$ cat src/rtl/mdio_pkg.sv
package mdio_pkg;
  localparam int CMD_FIRE  = 31;
  localparam int CMD_C22   = 28;
  localparam int CMD_RD    = 27;
  localparam int CMD_WR    = 26;
  localparam int PHY_LSB   = 21;
  localparam int REGA_LSB  = 16;
  localparam int FRAME_LEN = 64;
  localparam int TA_IDX    = 46;
  localparam int DATA_IDX  = 48;
  localparam int IDX_W     = $clog2(FRAME_LEN);

  typedef struct packed {
    logic        is_rd;
    logic [4:0]  phy;
    logic [4:0]  rega;
    logic [15:0] wdat;
  } mdio_req_t;
endpackage

$ cat src/rtl/mdio_clkdiv.sv
module mdio_clkdiv #(
  parameter int DIV = 80
) (
  input  logic clk,
  input  logic rst_n,
  input  logic en,
  output logic mdc,
  output logic rise_tick,
  output logic fall_tick
);
  localparam int HALF = DIV / 2;
  localparam int CW   = (HALF > 1) ? $clog2(HALF) : 1;

  logic mdc_q, mdc_d, tick;

  generate
    if (HALF > 1) begin : g_cnt
      logic [CW-1:0] cnt_q, cnt_d;
      always_comb begin
        tick  = en && (cnt_q == CW'(HALF - 1));
        cnt_d = cnt_q;
        if (!en || tick) cnt_d = '0;
        else             cnt_d = cnt_q + 1'b1;
      end
      always_ff @(posedge clk or negedge rst_n) begin
        if (!rst_n) cnt_q <= '0;
        else        cnt_q <= cnt_d;
      end
    end else begin : g_nocnt
      always_comb tick = en;
    end
  endgenerate

  always_comb begin
    mdc_d = mdc_q;
    if (!en)       mdc_d = 1'b0;
    else if (tick) mdc_d = ~mdc_q;
  end

  always_ff @(posedge clk or negedge rst_n) begin
    if (!rst_n) mdc_q <= 1'b0;
    else        mdc_q <= mdc_d;
  end

  assign mdc       = mdc_q;
  assign rise_tick = tick && !mdc_q;
  assign fall_tick = tick && mdc_q;
endmodule

$ cat src/rtl/mdio_frame.sv
module mdio_frame
  import mdio_pkg::*;
(
  input  logic        clk,
  input  logic        rst_n,
  input  logic        start,
  input  mdio_req_t   req,
  input  logic        rise_tick,
  input  logic        fall_tick,
  input  logic        mdio_i,
  output logic        active,
  output logic        done,
  output logic [15:0] rx_data,
  output logic        mdio_o,
  output logic        mdio_oe
);
  logic                 act_q, act_d, rd_q, rd_d;
  logic [FRAME_LEN-1:0] sh_q, sh_d, frame;
  logic [IDX_W-1:0]     idx_q, idx_d;
  logic [15:0]          rx_q, rx_d;

  always_comb begin
    frame = {32'hFFFF_FFFF, 2'b01, (req.is_rd ? 2'b10 : 2'b01), req.phy, req.rega,
             (req.is_rd ? 2'b00 : 2'b10), (req.is_rd ? 16'h0000 : req.wdat)};
    act_d = act_q;
    rd_d  = rd_q;
    sh_d  = sh_q;
    idx_d = idx_q;
    rx_d  = rx_q;
    done  = 1'b0;
    if (start && !act_q) begin
      act_d = 1'b1;
      rd_d  = req.is_rd;
      sh_d  = frame;
      idx_d = '0;
      rx_d  = '0;
    end else if (act_q) begin
      if (rise_tick && rd_q && (idx_q >= IDX_W'(DATA_IDX)))
        rx_d = {rx_q[14:0], mdio_i};
      if (fall_tick) begin
        if (idx_q == IDX_W'(FRAME_LEN - 1)) begin
          act_d = 1'b0;
          done  = 1'b1;
        end else begin
          idx_d = idx_q + 1'b1;
          sh_d  = {sh_q[FRAME_LEN-2:0], 1'b0};
        end
      end
    end
  end

  always_ff @(posedge clk or negedge rst_n) begin
    if (!rst_n) begin
      act_q <= 1'b0;
      rd_q  <= 1'b0;
      sh_q  <= '0;
      idx_q <= '0;
      rx_q  <= '0;
    end else begin
      act_q <= act_d;
      rd_q  <= rd_d;
      sh_q  <= sh_d;
      idx_q <= idx_d;
      rx_q  <= rx_d;
    end
  end

  assign active  = act_q;
  assign rx_data = rx_q;
  assign mdio_o  = act_q && sh_q[FRAME_LEN-1];
  assign mdio_oe = act_q && !(rd_q && (idx_q >= IDX_W'(TA_IDX)));

  // the register side never asks for a frame while one is running
  p_single_frame_r8: assert property (@(posedge clk) disable iff (!rst_n)
    start |-> !act_q);
endmodule

$ cat src/rtl/mdio_ctrl.sv
module mdio_ctrl
  import mdio_pkg::*;
#(
  parameter int DIV = 80,
  parameter int AW  = 3
) (
  input  logic          clk,
  input  logic          rst_n,
  input  logic          bus_wr,
  input  logic [AW-1:0] bus_addr,
  input  logic [31:0]   bus_wdata,
  output logic [31:0]   bus_rdata,
  output logic          mdc,
  output logic          mdio_o,
  output logic          mdio_oe,
  input  logic          mdio_i
);
  localparam logic [AW-1:0] OFS_CMD = AW'(0);
  localparam logic [AW-1:0] OFS_DAT = AW'(4);

  logic [30:0] cmd_q, cmd_d;
  logic        busy_q, busy_d;
  logic [15:0] rdat_q, rdat_d;
  logic [14:0] hi_q, hi_d;
  logic        wr_cmd, wr_dat, op_ok, launch, done, eng_active;
  logic        rise_tick, fall_tick;
  logic [15:0] rx_data;
  mdio_req_t   req;

  assign wr_cmd = bus_wr && (bus_addr == OFS_CMD);
  assign wr_dat = bus_wr && (bus_addr == OFS_DAT);
  assign op_ok  = bus_wdata[CMD_RD] ^ bus_wdata[CMD_WR];
  assign launch = wr_cmd && !busy_q && bus_wdata[CMD_FIRE] && bus_wdata[CMD_C22] && op_ok;

  assign req.is_rd = bus_wdata[CMD_RD];
  assign req.phy   = bus_wdata[PHY_LSB +: 5];
  assign req.rega  = bus_wdata[REGA_LSB +: 5];
  assign req.wdat  = bus_wdata[15:0];

  always_comb begin
    cmd_d  = cmd_q;
    busy_d = busy_q;
    rdat_d = rdat_q;
    hi_d   = hi_q;
    if (wr_cmd && !busy_q) cmd_d = bus_wdata[30:0];
    if (launch)    busy_d = 1'b1;
    else if (done) busy_d = 1'b0;
    if (done && cmd_q[CMD_RD]) rdat_d = rx_data;
    if (wr_dat) hi_d = bus_wdata[31:17];
  end

  always_ff @(posedge clk or negedge rst_n) begin
    if (!rst_n) begin
      cmd_q  <= '0;
      busy_q <= 1'b0;
      rdat_q <= '0;
      hi_q   <= '0;
    end else begin
      cmd_q  <= cmd_d;
      busy_q <= busy_d;
      rdat_q <= rdat_d;
      hi_q   <= hi_d;
    end
  end

  always_comb begin
    bus_rdata = '0;
    if (bus_addr == OFS_CMD)      bus_rdata = {busy_q, cmd_q};
    else if (bus_addr == OFS_DAT) bus_rdata = {hi_q, ~busy_q, rdat_q};
  end

  mdio_clkdiv #(.DIV(DIV)) u_div (
    .clk(clk), .rst_n(rst_n), .en(eng_active),
    .mdc(mdc), .rise_tick(rise_tick), .fall_tick(fall_tick)
  );

  mdio_frame u_frame (
    .clk(clk), .rst_n(rst_n), .start(launch), .req(req),
    .rise_tick(rise_tick), .fall_tick(fall_tick), .mdio_i(mdio_i),
    .active(eng_active), .done(done), .rx_data(rx_data),
    .mdio_o(mdio_o), .mdio_oe(mdio_oe)
  );

  // completion only ever ends a transaction that was started
  p_done_busy_r3: assert property (@(posedge clk) disable iff (!rst_n)
    done |-> busy_q);
  // serial data moves only while the management clock is low
  p_mdio_low_r4: assert property (@(posedge clk) disable iff (!rst_n)
    (busy_q && $past(busy_q) && !$stable(mdio_o)) |-> !mdc);
  // fire without Clause 22 select leaves the block idle
  p_reject_st_r6: assert property (@(posedge clk) disable iff (!rst_n)
    (wr_cmd && !busy_q && bus_wdata[CMD_FIRE] && !bus_wdata[CMD_C22]) |=> !busy_q);
  // malformed operation leaves the block idle
  p_reject_op_r7: assert property (@(posedge clk) disable iff (!rst_n)
    (wr_cmd && !busy_q && bus_wdata[CMD_FIRE] && (bus_wdata[CMD_RD] == bus_wdata[CMD_WR]))
    |=> !busy_q);
  // command contents frozen while a frame runs
  p_hold_cmd_r8: assert property (@(posedge clk) disable iff (!rst_n)
    (busy_q && wr_cmd) |=> $stable(cmd_q));
  // software writes never touch the returned read data
  p_keep_rdat_r9: assert property (@(posedge clk) disable iff (!rst_n)
    (wr_dat && !done) |=> $stable(rdat_q));
  // management clock rests low whenever no transaction runs
  p_mdc_idle_r10: assert property (@(posedge clk) disable iff (!rst_n)
    !busy_q |-> !mdc);
endmodule

$ cat config.mk
export PLATFORM = sky130hd
export DESIGN_NAME = mdio_ctrl
export DESIGN_NICKNAME = d
export VERILOG_FILES = /design/src/rtl/mdio_pkg.sv /design/src/rtl/mdio_clkdiv.sv /design/src/rtl/mdio_frame.sv /design/src/rtl/mdio_ctrl.sv
export SDC_FILE = /design/constraint.sdc
export NUM_CORES = 1
export LEC_CHECK = 0
export ABC_AREA = 1
export ABC_CLOCK_PERIOD_IN_PS = 2800
export BUFFER_PORTS_ARGS = -buffer_cell sky130_fd_sc_hd__buf_2
export CAP_MARGIN = 20
export CORE_ASPECT_RATIO = 0.7
export CORE_MARGIN = 2
export CORE_UTILIZATION = 45
export CTS_BUF_LIST = sky130_fd_sc_hd__clkbuf_8 sky130_fd_sc_hd__clkbuf_16
export DETAILED_ROUTE_END_ITERATION = 8
export GPL_ROUTABILITY_DRIVEN = 0
export GPL_TIMING_DRIVEN = 0
export PLACE_DENSITY_LB_ADDON = 0.08
export SLEW_MARGIN = 25
export SYNTH_ARGS = -nofsm -noshare
export SYNTH_HDL_FRONTEND = slang
export SYNTH_SLANG_ARGS = --single-unit
$ cat constraint.sdc
create_clock -name clk -period 2.8 [get_ports clk]
set_input_delay 0.14 -clock clk [delete_from_list [all_inputs] [get_ports clk]]
set_output_delay 0.14 -clock clk [all_outputs]
set_load 0.05 [all_outputs]
* Word-level counts from Yosys, hierarchy flattened
Cells that the tools add are included.
** Word-level totals
- Output and inout port bits :: 35
- Bits of input ports :: 39
- Flip-flop bits (word level) :: 158
** Cells by class
- Mux-type cells :: 29
- Magnitude comparators :: 2
- Bitwise logic cells :: 3
- Eq/ne operators :: 5
- Reductions and logical operators :: 28
- $add $sub $neg :: 2
** Operators by type and width (count)
- 2-to-1 mux 64 bit :: 4
- 2-to-1 mux 16 bit :: 4
- 2-to-1 mux 32 bit :: 2
- 2-to-1 mux 6 bit :: 5
- logical AND 1 bit :: 16
- adder 6 x 1 -> 6 bit (second input constant) :: 2
- equality test 6 bit (second input constant) :: 2
- >= comparator 6 bit (second input constant) :: 2
- 2-to-1 mux 1 bit :: 12
- nonzero test 2 bit :: 4
- zero test 1 bit :: 4
- 2-to-1 mux 2 bit :: 2
- equality test 3 bit (second input constant) :: 1
- zero test 3 bit :: 1
- AND reduction 3 bit :: 1
- != test 2 x 1 -> 1 bit (second input constant) :: 1
- != test 2 bit (second input constant) :: 1
- inverter 1 bit :: 2
- AND reduction 2 bit :: 1
- logical OR 1 bit :: 1
- bitwise XOR 1 bit :: 1

* Depth between registers and ports, before layout
- Depth in word-level cells :: 10
- Gate-level depth with buffers :: 9
- Depth with buffers taken out :: 9

* Cells and area by module
A second synthesis with hierarchy kept.
** Second synthesis, totals
- Cell total of the unflattened synthesis :: 833
- Area total of the unflattened synthesis :: 6991.7 um2
** By module, submodules not included
- mdio_frame :: area an instance 3798.6 um2, cells an instance 454, times used 1
- mdio_ctrl :: area an instance 2829.0 um2, cells an instance 336, times used 1
- mdio_clkdiv :: area an instance 364.1 um2, cells an instance 43, times used 1

* Worst setup path before layout
Ideal clock, no wire load.
- Path kind :: input port to output port
- Start :: in bus_addr[1]
- End :: out bus_rdata[28]
- Slack :: 1162 ps
- Arrival time :: 1498 ps
- Cell stages on the path :: 3
- Buffers on the path :: 0
- Cell sequence :: nor2_4 -> nand2_2 -> o21ai_0
** On the way
- Word-level cells in the longest chain between the ends :: 3
** Ends and longest elaborated chain
- from (decl) :: line mdio_ctrl.sv:10 : input logic [AW-1:0] bus_addr,
- equality test 3 bit :: line mdio_ctrl.sv:69 : else if (bus_addr == OFS_DAT) bus_rdata = {hi_q, ~busy_q, rdat_q};
- 2-to-1 mux 32 bit :: line mdio_ctrl.sv:69
- 2-to-1 mux 32 bit (*) :: line mdio_ctrl.sv:68 : if (bus_addr == OFS_CMD) bus_rdata = {busy_q, cmd_q};
- to (decl) :: line mdio_ctrl.sv:12 : output logic [31:0] bus_rdata,
Mark *: on every way between the ends. The rest lies on a longest branch, timed or not.

* Worst setup path after layout
- Start :: reg u_div.g_cnt.cnt_q[0]
- End :: reg u_frame.rx_q[14] (netlist: u_frame.rx_data[14])
** On the way
- Word-level cells in the longest chain between the ends :: 7
** Ends and longest elaborated chain
- from (decl) :: line mdio_clkdiv.sv:18 : logic [CW-1:0] cnt_q, cnt_d;
- from (signal assigned) :: line mdio_clkdiv.sv:27 : else cnt_q <= cnt_d;
- equality test 6 bit :: line mdio_clkdiv.sv:20 : tick = en && (cnt_q == CW'(HALF - 1));
- logical AND 1 bit :: line mdio_clkdiv.sv:20
- logical AND 1 bit :: line mdio_clkdiv.sv:46 : assign rise_tick = tick && !mdc_q;
- logical AND 1 bit (2 in series) :: line mdio_frame.sv:38 : if (rise_tick && rd_q && (idx_q >= IDX_W'(DATA_IDX)))
- nonzero test 2 bit (no line)
- AND reduction 2 bit (no line)
- to (signal assigned) :: line mdio_frame.sv:64 : rx_q <= rx_d;
- to (decl) :: line mdio_frame.sv:20 : logic [15:0] rx_q, rx_d;
Every way passes these cells.
A chain may end at the register's enable or synchronous reset.

==> out/qor.yml <==
die:
  initial_core_util_pct: 46.4
  die_h_um: 108
  rows: 37
  core_area_mm2: 0.0149
  die_w_um: 152
  die_area_mm2: 0.0163
  io_pins: 74
pwr:
  combinationalPowerShare_pct: 5.0
  switching_share_pct: 22.4
  ir_drop_mv: 0.367
  p_switching_mw: 1.13
  internal-power_mw: 3.93
  seqPwrFrac_pct: 46.5
  p_leak_nw: 4.24
  clockPowerShare_pct: 48.5
  power_density_mw_per_mm2: 598
clock_tree:
  cts_sinks: 158
  insertion_delay_ns: 0.43
  cts_root_buf: "clkbuf_16"
  cts_tree: "yes"
  h-tree-depth: 4
  cts_resized: 0
  cts_setup_buffers: 0
  clk_path_buf_depth: 2
  cts.clk_slew.worst_paths_ns: 0.06
  ctsHoldBuffers: 29
  cts_buffers: 17
critical_path:
  cp-start-kind: "flip-flop"
  cp_data_required_time_ns: 3.10
  slowest_stage: "dfrtp_1"
  crit_fanout: 10
  crit_path_cell_trace: "ha_1, nand2_1, o21ai_2, nand3b_1, clkbuf_1, nand3_1, o21ai_1"
  crit_buf_inv: 1
  crit_type: "flip-flop to flip-flop"
  cp_slowest_stage_delay_ns: 0.37
  critical_path.top_delay_family: "simple AND/OR/NAND/NOR gates"
  worst_setup_path_end_kind: "flip-flop"
  worst_ep_arrival_time_ns: 2.35
place:
  portBuffers: 73
  place_area_mm2: 0.00754
  placed_cells: 1095
  hpwl_um: 11900
  pre_cts_slack_ns: 0.758
sta:
  hold_violations: 0
  grt_setup_unrepaired: "false"
  fin_ws_ns: 0.745
  final.min_clock_period_ns: 2.05
  fmax_mhz: 487
  timing_worst_slew_pin_value_ns: 0.714
  timing.slew.headroom_pct: 52.4
  setup_viol: 0
  finClkSkew_ns: 0.00849
  maxSlewViolCount: 0
  finalCritPeriodShare_pct: 73.4
synthesis:
  ys.flop_type: "dfrtp_1"
  synthCells: 826
  syn_area_mm2: 0.00690
  seq_area_frac_synth_pct: 57.3
  synth_cell_types: 29
  async_reset_ff_share_pct: 100
  synth_area_per_cell_um2: 8.35
  synth-edff-count: 0
  synth_top_area_cell: "dfrtp_1"
  synth_warnings: 0
  ys_seq_elements: 158
  synth.area.top_cells: "dfrtp_1 57%, nand2_1 13%, nand3_1 8.5%"
  syn-num-nets: 867
  synth_top_cell_area_share_pct: 57.3
layout:
  layout.cells.non_filler: 1157
  area_growth_pct: 22.8
  fillers: 1369
  layout_common_cells: "235 x nand2_1, 158 x dfrtp_1, 120 x nor2_1"
  final_common_cell: "nand2_1"
  fin_area_mm2: 0.00847
  fin_nets: 989
  drive_gt1_share_pct: 14.9
hold_path:
  hp-class: "input pin to flip-flop"
global_route:
  antenna_found_initial: 1
  grt_pass1_wl_um: 28200
  grt_pass1_vias: 5718
  grt-ovfl-total: 0
  grt_start_max_net_pins: 91
  gr-usage-all-layers_pct: 21.8
route:
  dr.first_iter.drc_count: 471
  viasPerCell: 5.05
  vias: 5842
  drc: 0
  wl_per_cell_um: 14.6
  drtAntennaViolNets: 0
  drt_wl_total_um: 16800
  first_pass_iters: 5
outcome:
  status: "complete, no violations"
run:
  maxCapViolCount: 0
## sequential cells by signal, summed over array words and instances, names as in the netlist
signal / flops
hi_q: 15
u_div.g_cnt.cnt_q: 6
u_frame.rd_q: 1
u_frame.rx_data: 16
u_div.mdc: 1
u_frame.active: 1
busy_q: 1
u_frame.idx_q: 6
u_frame.sh_q: 64
rdat_q: 16
cmd_q: 31
## final cells by class
cell class                 count  area (um2)  area share [%]
sequential                   158        3950            46.7
clock inverter                14         190            2.25
tap                          195         244            2.88
clock buffer                  18         439            5.19
multi-input combinational    571        2530            29.9
timing repair buffer         103         693            8.19
antenna                        1        2.50          0.0296
inverter                      53         199            2.35
buffer                        44         214            2.53
## worst reg2reg max path, stage by stage (launching register included)
cell,delay [ns]
dfrtp_1,0.37
ha_1,0.18
nand2_1,0.13
o21ai_2,0.35
nand3b_1,0.34
clkbuf_1,0.35
nand3_1,0.13
o21ai_1,0.07
## cell families (layout without fill, tap and decap cells)
logic type | count (synthesis) | in the layout | synth area share [%]
buffers and inverters | 97 | 232 | 5.99
and+or+nand+nor | 490 | 490 | 30.3
DFF | 158 | 158 | 57.3
AOI/OAI and AO/OA | 76 | 76 | 5.61
other | 0 | 1 | 0
adders and majority gates | 2 | 2 | 0.363
xor gates and xnor gates | 3 | 3 | 0.381
## through the flow
step / power (mW) / TNS (ns) / util, % / hold WS, ns
after global placement: 2.61 / -116.67 / 50.5 / 0.361
after detailed placement: 2.62 / 0 / 50.8 / 0.203
after CTS: 5.10 / 0 / 57.0 / 0.00540
after global routing: 5.24 / 0 / 57.0 / 0.0134
final: 5.06 / 0 / 57.0 / 0.00874
after floorplan: 2.49 / 0 / - / -0.156
## synth_stat cells (2+ instances only)
master      n
nor2_4      2
nor2_1    120
inv_2       2
ha_1        2
nor2_2      4
nand2_1   235
nand2_2     2
clkbuf_1   19
nand4_4     2
inv_1      51
a21oi_1     4
buf_4       5
buf_2      17
nand4_1     4
xor2_1      2
o21ai_1    33
o21ai_0    37
dfrtp_1   158
nand3_1   117
## power groups by stage
stage	Clock, mW	Sequential (mW)	Combinational (mW)
floorplan	0	2.39	0.103
global placement	0	2.39	0.216
detailed placement	0	2.39	0.227
CTS	2.49	2.35	0.259
global route	2.60	2.36	0.286
finish	2.45	2.35	0.256
## routing by layer
layer / vias to the layer above / wire length [um] / global-route usage (%)
li1: 2879 / - / -
met1: 2795 / 8490 / 31.7
met5: - / 0 / 0
met3: 17 / 949 / 5.72
met4: 0 / 193 / 6.48
met2: 151 / 7200 / 32.1
## final timing paths
kind / start / endpoint / slack, ns / cells past startpoint
max in group asynchronous: rst_n / u_div.g_cnt.cnt_q[3] / 1.75 / 3
min in group asynchronous: rst_n / u_frame.sh_q[57] / 0.28 / 2
min reg2reg: u_div.g_cnt.cnt_q[0] / u_div.g_cnt.cnt_q[0] / 0.47 / 1
min: bus_wdata[0] / u_frame.sh_q[0] / 0.009 / 3
max: u_div.g_cnt.cnt_q[0] / u_frame.rx_data[14] / 0.75 / 7
max reg2reg: u_div.g_cnt.cnt_q[0] / u_frame.rx_data[14] / 0.75 / 7
Note: power is estimated with default switching activity, not from simulation.
